===== src/rtl/dl_pkg.sv =====
// Package: shared types for the fast download engine.
// Assumes a 2-bit item kind on the host channel.
package dl_pkg;
    typedef enum logic [1:0] {
        KIND_DATA  = 2'b00,
        KIND_LOAD  = 2'b01,
        KIND_START = 2'b10,
        KIND_END   = 2'b11
    } dl_kind_e;

    typedef enum logic [1:0] {
        ST_IDLE,
        ST_WAIT_DATA,
        ST_WRITE,
        ST_DRAIN_LAST
    } dl_state_e;

    // One strobe per item kind, valid only in a cycle where an item is taken.
    typedef struct packed {
        logic data;
        logic load;
        logic start;
        logic stop;
    } dl_strobe_t;
endpackage


===== src/rtl/dl_cmd_decode.sv =====
// Module: dl_cmd_decode
// Turns a host item handshake into one strobe per item kind.
// Assumes host_ready already reflects whether the engine can take an item.
module dl_cmd_decode
    import dl_pkg::*;
(
    input  logic       host_valid,
    input  logic       host_ready,
    input  logic [1:0] host_kind,
    output dl_strobe_t strb
);
    logic fire;

    assign fire = host_valid && host_ready;

    // Raise the strobe that matches the kind of the item being taken.
    always_comb begin
        strb = '0;
        if (fire) begin
            case (dl_kind_e'(host_kind))
                KIND_DATA:  strb.data  = 1'b1;
                KIND_LOAD:  strb.load  = 1'b1;
                KIND_START: strb.start = 1'b1;
                KIND_END:   strb.stop  = 1'b1;
                default:    strb       = '0;
            endcase
        end
    end
endmodule


===== src/rtl/dl_fsm.sv =====
// Module: dl_fsm
// Sequences a download: idle, wait for data, write, wait for the trailing word.
// Assumes strobes come from dl_cmd_decode using host_ready from this module.
module dl_fsm
    import dl_pkg::*;
(
    input  logic       clk,
    input  logic       rst_n,
    input  dl_strobe_t strb,
    input  logic       wr_ready,
    output logic       host_ready,
    output logic       wr_valid,
    output logic       wr_done,
    output logic       load_addr,
    output logic       accept_data,
    output logic       clear_cnt,
    output logic       active
);
    dl_state_e state_q;
    dl_state_e state_d;

    // Next-state selection from the current state and the taken item.
    always_comb begin
        state_d = state_q;
        case (state_q)
            ST_IDLE:       if (strb.start) state_d = ST_WAIT_DATA;
            ST_WAIT_DATA: begin
                if (strb.data)      state_d = ST_WRITE;
                else if (strb.stop) state_d = ST_DRAIN_LAST;
            end
            ST_WRITE:      if (wr_ready) state_d = ST_WAIT_DATA;
            ST_DRAIN_LAST: if (strb.data) state_d = ST_IDLE;
            default:       state_d = ST_IDLE;
        endcase
    end

    // State register with synchronous active-low reset.
    always_ff @(posedge clk) begin
        if (!rst_n) state_q <= ST_IDLE;
        else        state_q <= state_d;
    end

    assign host_ready  = (state_q != ST_WRITE);
    assign wr_valid    = (state_q == ST_WRITE);
    assign wr_done     = wr_valid && wr_ready;
    assign load_addr   = strb.load  && (state_q == ST_IDLE);
    assign clear_cnt   = strb.start && (state_q == ST_IDLE);
    assign accept_data = strb.data  && (state_q == ST_WAIT_DATA);
    assign active      = (state_q != ST_IDLE);

    assert_hold_R4: assert property (@(posedge clk) disable iff (!rst_n)
        (wr_valid && !wr_ready) |=> wr_valid);
    assert_write_follows_R3: assert property (@(posedge clk) disable iff (!rst_n)
        accept_data |=> wr_valid);
    assert_drain_R5: assert property (@(posedge clk) disable iff (!rst_n)
        (state_q == ST_DRAIN_LAST && strb.data) |=> (state_q == ST_IDLE && !wr_valid));
    assert_start_R2: assert property (@(posedge clk) disable iff (!rst_n)
        clear_cnt |=> (state_q == ST_WAIT_DATA));
    assert_idle_ignore_R7: assert property (@(posedge clk) disable iff (!rst_n)
        (state_q == ST_IDLE && !strb.start) |=> (state_q == ST_IDLE));
    assert_reset_idle_R8: assert property (@(posedge clk) disable iff (!rst_n)
        $rose(rst_n) |-> (state_q == ST_IDLE));
endmodule


===== src/rtl/dl_datapath.sv =====
// Module: dl_datapath
// Holds the pre-biased address register and the temporary data register.
// Assumes load_addr and accept_data are never high together. Neither
// register is reset: the address survives reset by design.
module dl_datapath #(
    parameter int ADDR_W = 32,
    parameter int DATA_W = 32
) (
    input  logic              clk,
    input  logic              rst_n,
    input  logic              load_addr,
    input  logic              accept_data,
    input  logic              wr_valid,
    input  logic              wr_ready,
    input  logic [DATA_W-1:0] host_word,
    output logic [ADDR_W-1:0] wr_addr,
    output logic [DATA_W-1:0] wr_data
);
    localparam int STEP = DATA_W / 8;

    logic [ADDR_W-1:0] addr_q;
    logic [DATA_W-1:0] data_q;
    logic [ADDR_W-1:0] load_val;

    // Fit the host word to the address width.
    generate
        if (ADDR_W <= DATA_W) begin : g_trunc
            assign load_val = host_word[ADDR_W-1:0];
        end else begin : g_extend
            assign load_val = {{(ADDR_W - DATA_W){1'b0}}, host_word};
        end
    endgenerate

    // Address register: loaded by the host, pre-incremented per data word.
    always_ff @(posedge clk) begin
        if (load_addr)        addr_q <= load_val;
        else if (accept_data) addr_q <= addr_q + ADDR_W'(STEP);
    end

    // Temporary data register: captures each accepted data word.
    always_ff @(posedge clk) begin
        if (accept_data) data_q <= host_word;
    end

    assign wr_addr = addr_q;
    assign wr_data = data_q;

    assert_load_R1: assert property (@(posedge clk) disable iff (!rst_n)
        load_addr |=> (addr_q == $past(load_val)));
    assert_preinc_R3: assert property (@(posedge clk) disable iff (!rst_n)
        accept_data |=> (addr_q == $past(addr_q) + ADDR_W'(STEP)));
    assert_stable_R4: assert property (@(posedge clk) disable iff (!rst_n)
        (wr_valid && !wr_ready) |=> ($stable(addr_q) && $stable(data_q)));
endmodule


===== src/rtl/dl_word_counter.sv =====
// Module: dl_word_counter
// Counts completed memory writes of the current download.
// Assumes clear and incr are never high together (start only in idle).
module dl_word_counter #(
    parameter int CNT_W = 16
) (
    input  logic             clk,
    input  logic             rst_n,
    input  logic             clear,
    input  logic             incr,
    output logic [CNT_W-1:0] count
);
    logic [CNT_W-1:0] count_q;

    // Counter with synchronous reset, clear on start, wrap on overflow.
    always_ff @(posedge clk) begin
        if (!rst_n || clear) count_q <= '0;
        else if (incr)       count_q <= count_q + 1'b1;
    end

    assign count = count_q;

    assert_count_hold_R6: assert property (@(posedge clk) disable iff (!rst_n)
        (!incr && !clear) |=> $stable(count_q));
    assert_count_step_R6: assert property (@(posedge clk) disable iff (!rst_n)
        (incr && !clear) |=> (count_q == $past(count_q) + 1'b1));
endmodule


===== src/rtl/dl_fast_download.sv =====
// Module: dl_fast_download (top)
// Debug-port fast memory download engine: host items in, word writes out.
// Assumes the host loads the address (first target minus 4) before start.
module dl_fast_download #(
    parameter int ADDR_W = 32,
    parameter int DATA_W = 32,
    parameter int CNT_W  = 16
) (
    input  logic              clk,
    input  logic              rst_n,
    input  logic              host_valid,
    output logic              host_ready,
    input  logic [1:0]        host_kind,
    input  logic [DATA_W-1:0] host_word,
    output logic              wr_valid,
    input  logic              wr_ready,
    output logic [ADDR_W-1:0] wr_addr,
    output logic [DATA_W-1:0] wr_data,
    output logic [CNT_W-1:0]  words_written,
    output logic              active
);
    import dl_pkg::*;

    dl_strobe_t strb;
    logic       wr_done;
    logic       load_addr;
    logic       accept_data;
    logic       clear_cnt;

    dl_cmd_decode i_decode (
        .host_valid (host_valid),
        .host_ready (host_ready),
        .host_kind  (host_kind),
        .strb       (strb)
    );

    dl_fsm i_fsm (
        .clk         (clk),
        .rst_n       (rst_n),
        .strb        (strb),
        .wr_ready    (wr_ready),
        .host_ready  (host_ready),
        .wr_valid    (wr_valid),
        .wr_done     (wr_done),
        .load_addr   (load_addr),
        .accept_data (accept_data),
        .clear_cnt   (clear_cnt),
        .active      (active)
    );

    dl_datapath #(.ADDR_W(ADDR_W), .DATA_W(DATA_W)) i_datapath (
        .clk         (clk),
        .rst_n       (rst_n),
        .load_addr   (load_addr),
        .accept_data (accept_data),
        .wr_valid    (wr_valid),
        .wr_ready    (wr_ready),
        .host_word   (host_word),
        .wr_addr     (wr_addr),
        .wr_data     (wr_data)
    );

    dl_word_counter #(.CNT_W(CNT_W)) i_counter (
        .clk   (clk),
        .rst_n (rst_n),
        .clear (clear_cnt),
        .incr  (wr_done),
        .count (words_written)
    );

    assert_no_take_during_write_R4: assert property (@(posedge clk) disable iff (!rst_n)
        wr_valid |-> !host_ready);
endmodule


===== config.mk =====
export PLATFORM = sky130hd
export DESIGN_NAME = dl_fast_download
export DESIGN_NICKNAME = d
export VERILOG_FILES = /design/src/rtl/dl_pkg.sv /design/src/rtl/dl_cmd_decode.sv /design/src/rtl/dl_fsm.sv /design/src/rtl/dl_datapath.sv /design/src/rtl/dl_word_counter.sv /design/src/rtl/dl_fast_download.sv
export SDC_FILE = /design/constraint.sdc
export NUM_CORES = 1
export LEC_CHECK = 0
export BUFFER_PORTS_ARGS = -buffer_cell sky130_fd_sc_hd__buf_2
export CAP_MARGIN = 20
export CORE_MARGIN = 2
export CORE_UTILIZATION = 50
export DETAILED_ROUTE_END_ITERATION = 7
export GPL_TIMING_DRIVEN = 0
export PLACE_DENSITY = 0.84
export SYNTH_ARGS = -nofsm -noshare
export SYNTH_HDL_FRONTEND = slang
export SYNTH_SLANG_ARGS = --single-unit

===== constraint.sdc =====
create_clock -name clk -period 6.5 [get_ports clk]
set_input_delay 0.325 -clock clk [delete_from_list [all_inputs] [get_ports clk]]
set_output_delay 0.325 -clock clk [all_outputs]
set_load 0.01 [all_outputs]

==> run_results.csv <==
group,metric,value,unit
pwr,power_density,222,nW/um^2
logic_synthesis,yosys_warnings,0,
critical_path,cp.required,6.46,ns
placed_design,placedCellCount,542,
min_path,min_path_cells,1,
logic_synthesis,synthesis.nets,360,
timing,fin_hold_ws,0.168,ns
timing,finalMaxSlewViolations,0,
pwr,peakVddDrop,0.104,mV
critical_path,cp_top_family,"simple AND/OR/NAND/NOR gates",
critical_path,slowest_stage,"or2_2",
drt,ant_nets,0,
timing,fmax,0.352,GHz
die,chipWidth,89.9,um
critical_path,crit_chain,"clkbuf_1, or2_2, nor3_2, clkbuf_1, or2_2",
die,rows,31,
die,start_util,51.1,%
critical_path,r2r_slack,3.66,ns
timing,worstMarginPinSlew,0.899,ns
global_route,track_usage,19.6,%
critical_path,path_buf_inv,2,
cts,clock-root-buffer,"clkbuf_8",
timing,fin_crit_sh,43.7,%
critical_path,r2r_end,"i_datapath.wr_addr[12]",
logic_synthesis,synthTopCellsByArea,"edfxtp_1 (52%), dfxtp_1 (9.8%), xnor2_1 (5.2%), xor2_1 (4.7%), nand2_1 (4.5%)",
logic_synthesis,synth_edf_count,64,
pwr,p_leak,1.74,nW
final_layout,drive_gt1_share,32.5,%
global_route,grt.overflow.total,0,
logic_synthesis,ys_ff_latch,82,
global_route,grt_pass1_wl,12.8,mm
final_layout,num_antenna_cells,0,
cts,post_cts_buffers,0,
timing,grt_setup_unrepaired,"false",
cts,clock_latency,0.34,ns
final_layout,area_growth,26.1,%
cts,ctsHoldBuffers,0,
global_route,grt_max_degree,31,
die,io_pins,121,
drt,num_vias,2898,
placed_design,gp_congestion,0.832,
critical_path,slowest_delay,0.67,ns
final_layout,fin_nets,494,
min_path,worstHoldEndpoint,"i_datapath.wr_data[21]",
drt,wl_per_cell,14.2,um
placed_design,port_buffers,120,
status,status,"finished, final reports clean",
global_route,antenna_found_initial,0,
placed_design,placed_cell_area,4440,um^2
logic_synthesis,avgSynthCellArea,11.5,um^2
critical_path,critical_path_class,"reg2reg",
cts,cts_resized,0,
drt,drc,0,
drt,viasPerCell,5.20,
timing,hold_viol_final,0,
critical_path,startpoint_type,"flip-flop",
drt,dr.pass1.iters,5,
timing,worst_clock_skew,0.0122,ns
timing,period_needed,2.84,ns
cts,cts_buffer_depth,2,
flow_run,drv_cap,0,
logic_synthesis,yosys.area.top_type,"edfxtp_1",
logic_synthesis,synth_top_area_share,52.1,%
cts,cts_made_buffers,9,
drt,dr.first_iter.drc_count,165,
global_route,first_global_vias,2737,
drt,wl,7.90,mm
logic_synthesis,synth.most_common_cell,"edfxtp_1",
min_path,holdCritPathClass,"in2reg",
placed_design,dp_hpwl,5.83,mm
die,die_h,89.9,um
cts,cts_tree,"built",
logic_synthesis,async_flop_share,0,%
timing,relSlewSlack,39.9,%
final_layout,final_cell_count_no_fill,557,
logic_synthesis,synth_cells,320,
cts,htreeDepth,3,
logic_synthesis,ys.flop_type,"edfxtp_1",
logic_synthesis,yosysSeqAreaShare,61.9,%
critical_path,crit_arrival,2.81,ns
critical_path,critical_path.max_fanout,30,
die,die-area,8080,um^2
cts,clkSlewWorstSetupHoldPaths,0.08,ns
logic_synthesis,yosys-top-cells-count,"edfxtp_1 (64), nand2_1 (44), nor2_1 (24), o21ai_0 (24), xnor2_1 (22)",
critical_path,reg2reg_from,"i_fsm.state_q[1]",
final_layout,final_area,4650,um^2
critical_path,r2r_cells,5,
min_path,min_from,"host_word[21]",
logic_synthesis,synthesis.area,3690,um^2
critical_path,end_kind,"flip-flop",
logic_synthesis,synth_cell_types,37,
die,core_area,7210,um^2
cts,clkSinkCount,82,
timing,setup-violations-final,0,
[cells in the final DEF, fill, tap and decap left out, types with 17 or more instances in the layout]
| cell | count |
|---|---|
| xnor2_1 | 22 |
| nand2_1 | 44 |
| buf_2 | 120 |
| nor2_1 | 24 |
| nand3_1 | 17 |
| edfxtp_1 | 64 |
| dfxtp_1 | 18 |
| xor2_1 | 20 |
| o21ai_0 | 24 |
[layout make-up]
class / instances / area, um^2
Tap cell: 99 / 124
Sequential cell: 82 / 2280
Buffer: 11 / 48.8
Fill cell: 594 / 2560
Clock inverter: 5 / 80.1
Timing Repair Buffer: 123 / 623
Multi-Input combinational cell: 222 / 1350
Inverter: 5 / 18.8
Clock buffer: 10 / 128
[flip-flops by register name, summed over array words and instances (netlist names)]
signal              cells
i_fsm.state_q           2
i_counter.count        16
i_datapath.wr_addr     32
i_datapath.wr_data     32
[worst max path at each step]
stage	startpoint	end	slack [ns]	cells past startpoint
2_1_floorplan	i_fsm.state_q[1]	i_datapath.wr_addr[10]	1.35	3
3_3_place_gp	host_kind[0]	i_datapath.wr_addr[17]	-0.39	4
3_5_place_dp	i_fsm.state_q[1]	i_datapath.wr_addr[21]	3.66	5
4_1_cts	i_fsm.state_q[1]	i_datapath.wr_addr[29]	3.64	5
5_1_grt	i_fsm.state_q[1]	i_datapath.wr_addr[12]	3.41	5
6_report	i_fsm.state_q[1]	i_datapath.wr_addr[12]	3.66	5
[metal layers]
| metal | global-route usage [%] | up-vias | wire, um |
|---|---|---|---|
| met3 | 4.95 | 10 | 624 |
| met1 | 24.9 | 1346 | 3360 |
| met2 | 31.9 | 131 | 3790 |
| li1 | - | 1411 | - |
| met4 | 8.97 | 0 | 131 |
| met5 | 0 | - | 0 |
[cell families after synthesis]
| logic type | Yosys count | synth area share, % |
|---|---|---|
| adders and majority gates | 2 | 0.678 |
| DFF | 82 | 61.9 |
| and+or+nand+nor | 140 | 19.8 |
| xor gates and xnor gates | 42 | 9.97 |
| AOI/OAI and AO/OA | 36 | 5.26 |
| buffers and inverters | 16 | 1.83 |
| muxes | 2 | 0.577 |
[report_power, final]
group / switching, mW / internal (mW) / leakage [nW]
sequential: 0.00956 / 0.576 / 0.727
combinational: 0.0372 / 0.0267 / 0.917
clock: 0.170 / 0.214 / 0.0984
total: 0.217 / 0.816 / 1.74
[metrics by stage]
stage / power, mW / setup slack [ns] / util (%) / setup TNS (ns)
after floorplan: 0.629 / 1.35 / - / 0
after global placement: 0.659 / -0.394 / 61.2 / -11.79
after detailed placement: 0.661 / 3.66 / 61.6 / 0
after CTS: 1.04 / 3.64 / 64.4 / 0
after global routing: 1.07 / 3.41 / 64.4 / 0
final: 1.03 / 3.66 / 64.4 / 0
No activity file was read; power rests on OpenSTA's default activity.
